$ cat config.mk
export PLATFORM = sky130hd
export DESIGN_NAME = dram_refresh_sched
export DESIGN_NICKNAME = d
export VERILOG_FILES = /design/src/rtl/dram_refresh_pkg.sv /design/src/rtl/drs_interval_timer.sv /design/src/rtl/drs_strobe_seq.sv /design/src/rtl/drs_row_counter.sv /design/src/rtl/dram_refresh_sched.sv
export SDC_FILE = /design/constraint.sdc
export NUM_CORES = 1
export LEC_CHECK = 0
export BUFFER_PORTS_ARGS = -buffer_cell sky130_fd_sc_hd__buf_2
export CAP_MARGIN = 15
export CELL_PAD_IN_SITES_DETAIL_PLACEMENT = 0
export CELL_PAD_IN_SITES_GLOBAL_PLACEMENT = 2
export CORE_UTILIZATION = 32
export CTS_BUF_LIST = sky130_fd_sc_hd__clkbuf_16
export CTS_CLUSTER_SIZE = 30
export DETAILED_ROUTE_END_ITERATION = 6
export GPL_TIMING_DRIVEN = 0
export HOLD_SLACK_MARGIN = 0.1
export PLACE_DENSITY = 0.77
export SLEW_MARGIN = 20
export SYNTH_ARGS = -nofsm -noshare
export SYNTH_HDL_FRONTEND = slang
export SYNTH_SLANG_ARGS = --single-unit
$ cat constraint.sdc
create_clock -name clk -period 2.6 [get_ports clk]
set_input_delay 0.52 -clock clk [delete_from_list [all_inputs] [get_ports clk]]
set_output_delay 0.52 -clock clk [all_outputs]
set_load 0.05 [all_outputs]
$ cat src/rtl/dram_refresh_pkg.sv
// Shared types for the DRAM refresh scheduler.
// Assumes: included first in compile order.
package dram_refresh_pkg;

    // Scheduler life phases.
    typedef enum logic [1:0] {
        PH_PAUSE,
        PH_WAKE,
        PH_RUN
    } phase_e;

    // Strobe sequencer states.
    typedef enum logic [2:0] {
        SQ_IDLE,
        SQ_WAIT,
        SQ_SETUP,
        SQ_ACTIVE,
        SQ_PRECH
    } seq_e;

endpackage

$ cat src/rtl/drs_interval_timer.sv
// Refresh interval timer and owed-refresh counter.
// Counts REF_INTERVAL cycles while enabled and adds one owed refresh per
// period; each served refresh removes one. When a period ends with
// BACKLOG_MAX already owed and none served, it pulses `late`.
// Assumes: REF_INTERVAL >= 2, BACKLOG_MAX >= 1; disabling clears all state.
module drs_interval_timer #(
    parameter int REF_INTERVAL = 1562,
    parameter int BACKLOG_MAX  = 8
) (
    input  logic clk,
    input  logic rst_n,
    input  logic enable,
    input  logic served,
    output logic owed_any,
    output logic late
);
    localparam int CW = $clog2(REF_INTERVAL + 1);
    localparam int OW = $clog2(BACKLOG_MAX + 2);

    logic [CW-1:0] cnt_q;
    logic [OW-1:0] owed_q;
    logic          tick;

    assign tick     = enable && (cnt_q == CW'(REF_INTERVAL - 1));
    assign late     = tick && !served && (owed_q == OW'(BACKLOG_MAX));
    assign owed_any = (owed_q != '0);

    // Period counter: free-runs while enabled, restarts on wrap.
    always_ff @(posedge clk) begin
        if (!rst_n || !enable || tick) cnt_q <= '0;
        else                           cnt_q <= cnt_q + 1'b1;
    end

    // Owed refreshes: up on tick, down on service, cleared on deadline miss.
    always_ff @(posedge clk) begin
        if (!rst_n || !enable || late) begin
            owed_q <= '0;
        end else begin
            unique case ({tick, served})
                2'b10:   owed_q <= owed_q + 1'b1;
                2'b01:   owed_q <= owed_q - 1'b1;
                default: owed_q <= owed_q;
            endcase
        end
    end
endmodule

$ cat src/rtl/drs_strobe_seq.sv
// Strobe sequencer: for each unit of work it requests the pins, waits for
// grant, then runs setup, RAS-active and precharge phases of fixed length
// and pulses `done` on the last precharge cycle, dropping the request next.
// CAS-before-RAS order unless RAS_ONLY is set, in which case CAS stays high
// and the setup phase is address setup.
// Assumes: grant is held until the request drops; all timings >= 1.
module drs_strobe_seq
    import dram_refresh_pkg::*;
#(
    parameter int T_CSR    = 1,
    parameter int T_RAS    = 5,
    parameter int T_RP     = 3,
    parameter bit RAS_ONLY = 1'b0
) (
    input  logic clk,
    input  logic rst_n,
    input  logic want,
    input  logic gnt,
    output logic req,
    output logic ras_n,
    output logic cas_n,
    output logic done
);
    localparam int TMAX = (T_CSR > T_RAS) ? ((T_CSR > T_RP) ? T_CSR : T_RP)
                                          : ((T_RAS > T_RP) ? T_RAS : T_RP);
    localparam int TW   = $clog2(TMAX + 1);

    seq_e          st_q;
    logic [TW-1:0] tcnt_q;

    // Phase sequencing with per-phase cycle counter.
    always_ff @(posedge clk) begin
        if (!rst_n) begin
            st_q   <= SQ_IDLE;
            tcnt_q <= '0;
        end else begin
            unique case (st_q)
                SQ_IDLE: begin
                    tcnt_q <= '0;
                    if (want) st_q <= SQ_WAIT;
                end
                SQ_WAIT: begin
                    tcnt_q <= '0;
                    if (gnt) st_q <= SQ_SETUP;
                end
                SQ_SETUP: begin
                    if (tcnt_q == TW'(T_CSR - 1)) begin
                        st_q   <= SQ_ACTIVE;
                        tcnt_q <= '0;
                    end else begin
                        tcnt_q <= tcnt_q + 1'b1;
                    end
                end
                SQ_ACTIVE: begin
                    if (tcnt_q == TW'(T_RAS - 1)) begin
                        st_q   <= SQ_PRECH;
                        tcnt_q <= '0;
                    end else begin
                        tcnt_q <= tcnt_q + 1'b1;
                    end
                end
                SQ_PRECH: begin
                    if (tcnt_q == TW'(T_RP - 1)) begin
                        st_q   <= SQ_IDLE;
                        tcnt_q <= '0;
                    end else begin
                        tcnt_q <= tcnt_q + 1'b1;
                    end
                end
                default: begin
                    st_q   <= SQ_IDLE;
                    tcnt_q <= '0;
                end
            endcase
        end
    end

    assign req   = (st_q != SQ_IDLE);
    assign ras_n = (st_q != SQ_ACTIVE);
    assign done  = (st_q == SQ_PRECH) && (tcnt_q == TW'(T_RP - 1));

    // Column strobe variant chosen by refresh mode.
    generate
        if (RAS_ONLY) begin : g_cas_idle
            assign cas_n = 1'b1;
        end else begin : g_cas_cbr
            assign cas_n = !((st_q == SQ_SETUP) || (st_q == SQ_ACTIVE));
        end
    endgenerate
endmodule

$ cat src/rtl/drs_row_counter.sv
// Row pointer for row-address refresh: advances once per completed cycle
// and wraps at 2^ROW_W.
// Assumes: `adv` is a one-cycle pulse per finished RAS cycle.
module drs_row_counter #(
    parameter int ROW_W = 12
) (
    input  logic             clk,
    input  logic             rst_n,
    input  logic             adv,
    output logic [ROW_W-1:0] row
);
    // Wrapping row pointer.
    always_ff @(posedge clk) begin
        if (!rst_n)   row <= '0;
        else if (adv) row <= row + 1'b1;
    end
endmodule

$ cat src/rtl/dram_refresh_sched.sv
// DRAM refresh and power-up scheduler (top).
// Phases: power-up pause, wake-up burst of INIT_CNT RAS cycles, then
// periodic refresh. A missed deadline returns to the wake-up phase.
// Assumes: the access controller holds ref_gnt until ref_req drops;
// timing parameters are in clock cycles and all >= 1.
module dram_refresh_sched
    import dram_refresh_pkg::*;
#(
    parameter int PAUSE_CYC    = 20000,
    parameter int INIT_CNT     = 8,
    parameter int REF_INTERVAL = 1562,
    parameter int BACKLOG_MAX  = 8,
    parameter int T_CSR        = 1,
    parameter int T_RAS        = 5,
    parameter int T_RP         = 3,
    parameter int ROW_W        = 12,
    parameter bit RAS_ONLY     = 1'b0
) (
    input  logic             clk,
    input  logic             rst_n,
    output logic             ref_req,
    input  logic             ref_gnt,
    output logic             ras_n,
    output logic             cas_n,
    output logic             we_n,
    output logic             oe_n,
    output logic [ROW_W-1:0] addr,
    output logic             mem_ready,
    output logic             overdue
);
    localparam int PW = $clog2(PAUSE_CYC + 1);
    localparam int IW = $clog2(INIT_CNT + 1);

    phase_e        phase_q;
    logic [PW-1:0] pause_q;
    logic [IW-1:0] init_left_q;
    logic          overdue_q;
    logic          done, want, owed_any, late, running, wake_end;

    assign running  = (phase_q == PH_RUN);
    assign wake_end = (phase_q == PH_WAKE) && done && (init_left_q == IW'(1));
    assign want     = ((phase_q == PH_WAKE) && (init_left_q != '0))
                   || (running && owed_any);

    // Phase control: pause -> wake-up -> run, run -> wake-up on late.
    always_ff @(posedge clk) begin
        if (!rst_n) begin
            phase_q <= PH_PAUSE;
        end else begin
            unique case (phase_q)
                PH_PAUSE: if (pause_q == PW'(PAUSE_CYC - 1)) phase_q <= PH_WAKE;
                PH_WAKE:  if (wake_end) phase_q <= PH_RUN;
                PH_RUN:   if (late) phase_q <= PH_WAKE;
                default:  phase_q <= PH_PAUSE;
            endcase
        end
    end

    // Power-up pause counter.
    always_ff @(posedge clk) begin
        if (!rst_n)                    pause_q <= '0;
        else if (phase_q == PH_PAUSE)  pause_q <= pause_q + 1'b1;
    end

    // Remaining wake-up cycles; reloaded when a deadline is missed.
    always_ff @(posedge clk) begin
        if (!rst_n)                                init_left_q <= IW'(INIT_CNT);
        else if (running && late)                  init_left_q <= IW'(INIT_CNT);
        else if ((phase_q == PH_WAKE) && done)     init_left_q <= init_left_q - 1'b1;
    end

    // Overdue flag: set on missed deadline, cleared when wake-up completes.
    always_ff @(posedge clk) begin
        if (!rst_n)          overdue_q <= 1'b0;
        else if (late)       overdue_q <= 1'b1;
        else if (wake_end)   overdue_q <= 1'b0;
    end

    drs_interval_timer #(
        .REF_INTERVAL(REF_INTERVAL),
        .BACKLOG_MAX (BACKLOG_MAX)
    ) u_timer (
        .clk     (clk),
        .rst_n   (rst_n),
        .enable  (running),
        .served  (running && done),
        .owed_any(owed_any),
        .late    (late)
    );

    drs_strobe_seq #(
        .T_CSR   (T_CSR),
        .T_RAS   (T_RAS),
        .T_RP    (T_RP),
        .RAS_ONLY(RAS_ONLY)
    ) u_seq (
        .clk  (clk),
        .rst_n(rst_n),
        .want (want),
        .gnt  (ref_gnt),
        .req  (ref_req),
        .ras_n(ras_n),
        .cas_n(cas_n),
        .done (done)
    );

    // Address source chosen by refresh mode.
    generate
        if (RAS_ONLY) begin : g_row_addr
            drs_row_counter #(.ROW_W(ROW_W)) u_rows (
                .clk  (clk),
                .rst_n(rst_n),
                .adv  (done),
                .row  (addr)
            );
        end else begin : g_no_addr
            assign addr = '0;
        end
    endgenerate

    assign we_n      = 1'b1;
    assign oe_n      = 1'b1;
    assign mem_ready = running;
    assign overdue   = overdue_q;
endmodule

==> results.py <==
metrics = {
    "worst_setup_path": {
        "critPathTopFamily": "simple AND/OR/NAND/NOR gates",
        "rrSetupSlack_ns": -0.14,
        "path_max_fanout": 4,
        "startpoint_type": "flop",
        "end_kind": "flop",
        "worst-setup-path-type": "flop to flop",
        "r2r-start": "u_timer.cnt_q[6]",
        "cp.arrival_ns": 2.96,
        "required_ns": 2.81,
        "critPathBufInv": 0,
        "crit_top_cell": "ha_4",
        "cp_cell_sequence": "or4b_1 > or4_4 > or2_4 > ha_4 > ha_4 > nand3_2 > a211o_1 > a21o_1 > a21oi_2",
        "r2r_cells": 9,
        "cpPeakStageDelay_ns": 0.51,
        "slowest_stage": "or4b_1",
        "rr_endpoint": "u_timer.owed_q[3]",
    },
    "place": {
        "placed_cells": 387,
        "portBuffers": 7,
        "place_congestion": 0.712,
        "placed_area_um2": 2530,
        "hpwl_um": 3090,
    },
    "pwr": {
        "leakage_nw": 1.08,
        "power_switching_uw": 316,
        "clkPwrFrac_pct": 48.0,
        "p_seq_share_pct": 45.9,
        "intPower_mw": 1.13,
        "irDropWorstVdd_uv": 333,
        "pwr-share-comb_pct": 6.1,
        "sw_frac_of_total_pct": 21.8,
        "pwr_density_cell_nw_per_um2": 523,
    },
    "clock_network": {
        "cts_tree": "done",
        "root_buffer": "clkbuf_16",
        "hold_buffers": 0,
        "clock-sinks": 43,
        "cts_max_level": 2,
        "clkTransAtPathRegs_ns": 0.06,
        "insertion_delay_ns": 0.28,
        "clockBufferDepth": 2,
        "cts_buffers": 5,
    },
    "global_routing": {
        "grt_max_degree": 14,
        "grt_overflow": 0,
        "grt_pass1_wl_um": 7250,
        "antenna_found_initial": 0,
        "grt_pass1_vias": 1605,
        "grt_usage_pct": 12.3,
    },
    "synth": {
        "yosys_warnings": 0,
        "synth_enable_flop_cells": 0,
        "synth_cell_types": 43,
        "synth_ff_type": "dfxtp_1",
        "syn_area_per_cell_um2": 8.49,
        "syn-cell-area_um2": 2310,
        "async_flop_share_pct": 0,
        "netlist_instances": 272,
        "synth_seq_cells": 43,
        "seq_area_frac_synth_pct": 37.3,
    },
    "hold_path": {
        "min_from": "u_seq.tcnt_q[0]",
        "min_to": "u_seq.tcnt_q[0]",
        "hold_path.class": "flop to flop",
        "hold_depth": 1,
    },
    "timing": {
        "worst_pin_slew_ns": 0.674,
        "period_needed_ns": 2.74,
        "drv_slew": 0,
        "fmax_mhz": 365,
        "fin_ws_ns": -0.143,
        "setup_viol": 1,
        "fin_hold_ws_ns": 0.461,
        "fin_crit_sh_pct": 105,
        "rsz0062_at_grt": "yes",
        "clock_skew_ns": 0.00221,
        "hold_violations": 0,
        "slew_headroom_pct": 55.0,
    },
    "route": {
        "drt-initial-drc-count": 45,
        "firstDrtPassIters": 4,
        "vias": 1763,
        "vias_per_cell": 4.41,
        "wl_per_cell_um": 10.5,
        "drt-total-wl_um": 4200,
        "ant_nets": 0,
        "remaining_drc_errors": 0,
    },
    "floorplan": {
        "dieArea_um2": 7560,
        "row_count": 30,
        "start_util_pct": 33.6,
        "fp.dieH_um": 86.9,
        "die_w_um": 86.9,
        "core_area_um2": 6870,
        "ioPinCount": 22,
    },
    "layout": {
        "antenna_cells": 0,
        "finish.utilization_pct": 40.3,
        "drive_above_1_share_pct": 15.5,
        "fin_nets": 319,
        "stdcell_area_um2": 2770,
        "fillers": 707,
        "final_cells": 400,
        "area_growth_pct": 20.1,
    },
    "flow_run": {
        "maxCapViolations": 0,
    },
    "outcome": {
        "status": "complete, but fails checks",
        "violations": "setup timing",
    },
}
## logic make-up (layout without fill, tap and decap cells)
| kind of cell | Yosys count | in the layout | synth area share, % |
|---|---|---|---|
| and+or+nand+nor | 124 | 124 | 28.6 |
| DFF | 43 | 43 | 37.3 |
| buffers and inverters | 38 | 58 | 8.89 |
| AOI/OAI and AO/OA | 24 | 24 | 6.61 |
| xor gates and xnor gates | 23 | 23 | 8.73 |
| adders and majority gates | 13 | 13 | 7.37 |
| muxes | 5 | 5 | 2.17 |
| other | 2 | 14 | 0.325 |
## power by group through the flow
stage                     clock (mW)  sequential [mW]  combinational, mW
final                          0.696            0.665             0.0891
after global routing           0.742            0.665             0.0966
after CTS                      0.722            0.666             0.0888
after detailed placement           0            0.681             0.0886
after global placement             0            0.681             0.0888
after floorplan                    0            0.680             0.0801
## stage by stage
step / setup WS, ns / total power [mW] / TNS, ns
floorplan: -0.0250 / 0.760 / -0.0250
global placement: -0.149 / 0.770 / -0.309
detailed placement: -0.158 / 0.770 / -0.354
CTS: -0.154 / 1.48 / -0.154
global route: -0.239 / 1.50 / -0.393
finish: -0.143 / 1.45 / -0.143
## repair_timing
item,CTS,global route
setup endpoints to repair,5,7
pin swaps,1,6
setup buffers,0,5
resized for setup,5,5
## registers in the layout (all words and copies together) (netlist names)
register and cells:
pause_q 15, u_timer.cnt_q 11, init_left_q 4, u_timer.owed_q 4, u_seq.st_q 3, u_seq.tcnt_q 3, phase_q 2, overdue 1
## cell usage after synthesis (all sizes together) (8+ instances only)
| cell | count | area (µm²) |
|---|---|---|
| nand2b | 8 | 50.1 |
| buf | 17 | 126 |
| nand2 | 20 | 75.1 |
| xnor2 | 12 | 105 |
| ha | 12 | 150 |
| nand4 | 8 | 50.1 |
| and2 | 8 | 50.1 |
| nor3 | 13 | 65.1 |
| inv | 18 | 67.6 |
| nand3 | 17 | 85.1 |
| nor2 | 25 | 93.8 |
| xor2 | 11 | 96.3 |
| dfxtp | 43 | 861 |
## routing by layer
| metal | part of all wire [%] | wire length [µm] | global-route usage, % |
|---|---|---|---|
| met5 | 0 | 0 | 0 |
| met4 | 1.4 | 58 | 5.45 |
| met1 | 51 | 2130 | 16.2 |
| met2 | 44 | 1870 | 19.1 |
| met3 | 3.5 | 149 | 3.13 |
## worst max-delay path by stage
stage	start	to	slack, ns	depth (start not counted)
floorplan	u_timer.cnt_q[6]	u_timer.owed_q[3]	-0.03	9
global placement	u_timer.cnt_q[6]	u_timer.owed_q[3]	-0.15	9
detailed placement	u_timer.cnt_q[6]	u_timer.owed_q[3]	-0.16	9
CTS	u_timer.cnt_q[6]	u_timer.owed_q[3]	-0.15	9
global route	u_timer.cnt_q[6]	u_timer.owed_q[3]	-0.24	9
finish	u_timer.cnt_q[6]	u_timer.owed_q[3]	-0.14	9
## area by class of cell
cell class                 instances  area (µm²)  share of cell area, %
buffer                            20         138                   4.97
clock buffer                       5         125                   4.51
clock inverter                     3        38.8                   1.40
inverter                          18        67.6                   2.44
multi-input combinational        203        1340                   48.5
sequential                        43         866                   31.2
tap                               96         120                   4.33
timing repair buffer              12        72.6                   2.62
## layout by cell type (no fill, tap or decap), types with 3 or more instances in the layout
master / synthesis / final
nand2b_1: 8 / 8
ha_1: 12 / 9
clkbuf_1: 3 / 3
nand4_1: 8 / 8
ha_4: 0 / 3
a21oi_1: 6 / 5
clkbuf_16: 0 / 5
a21boi_0: 3 / 3
nor3_1: 13 / 13
conb_1: 2 / 14
nor2b_1: 4 / 4
xnor2_1: 12 / 12
nor2_1: 25 / 25
and3_1: 3 / 3
xor2_1: 11 / 11
nand3_1: 17 / 16
and2_1: 8 / 8
buf_2: 2 / 9
o21ai_0: 6 / 5
buf_4: 14 / 19
nor4_1: 5 / 5
dfxtp_1: 43 / 41
nand2_1: 20 / 20
inv_1: 18 / 18
mux2i_1: 5 / 5
Note: power is estimated with default switching activity, not from simulation.
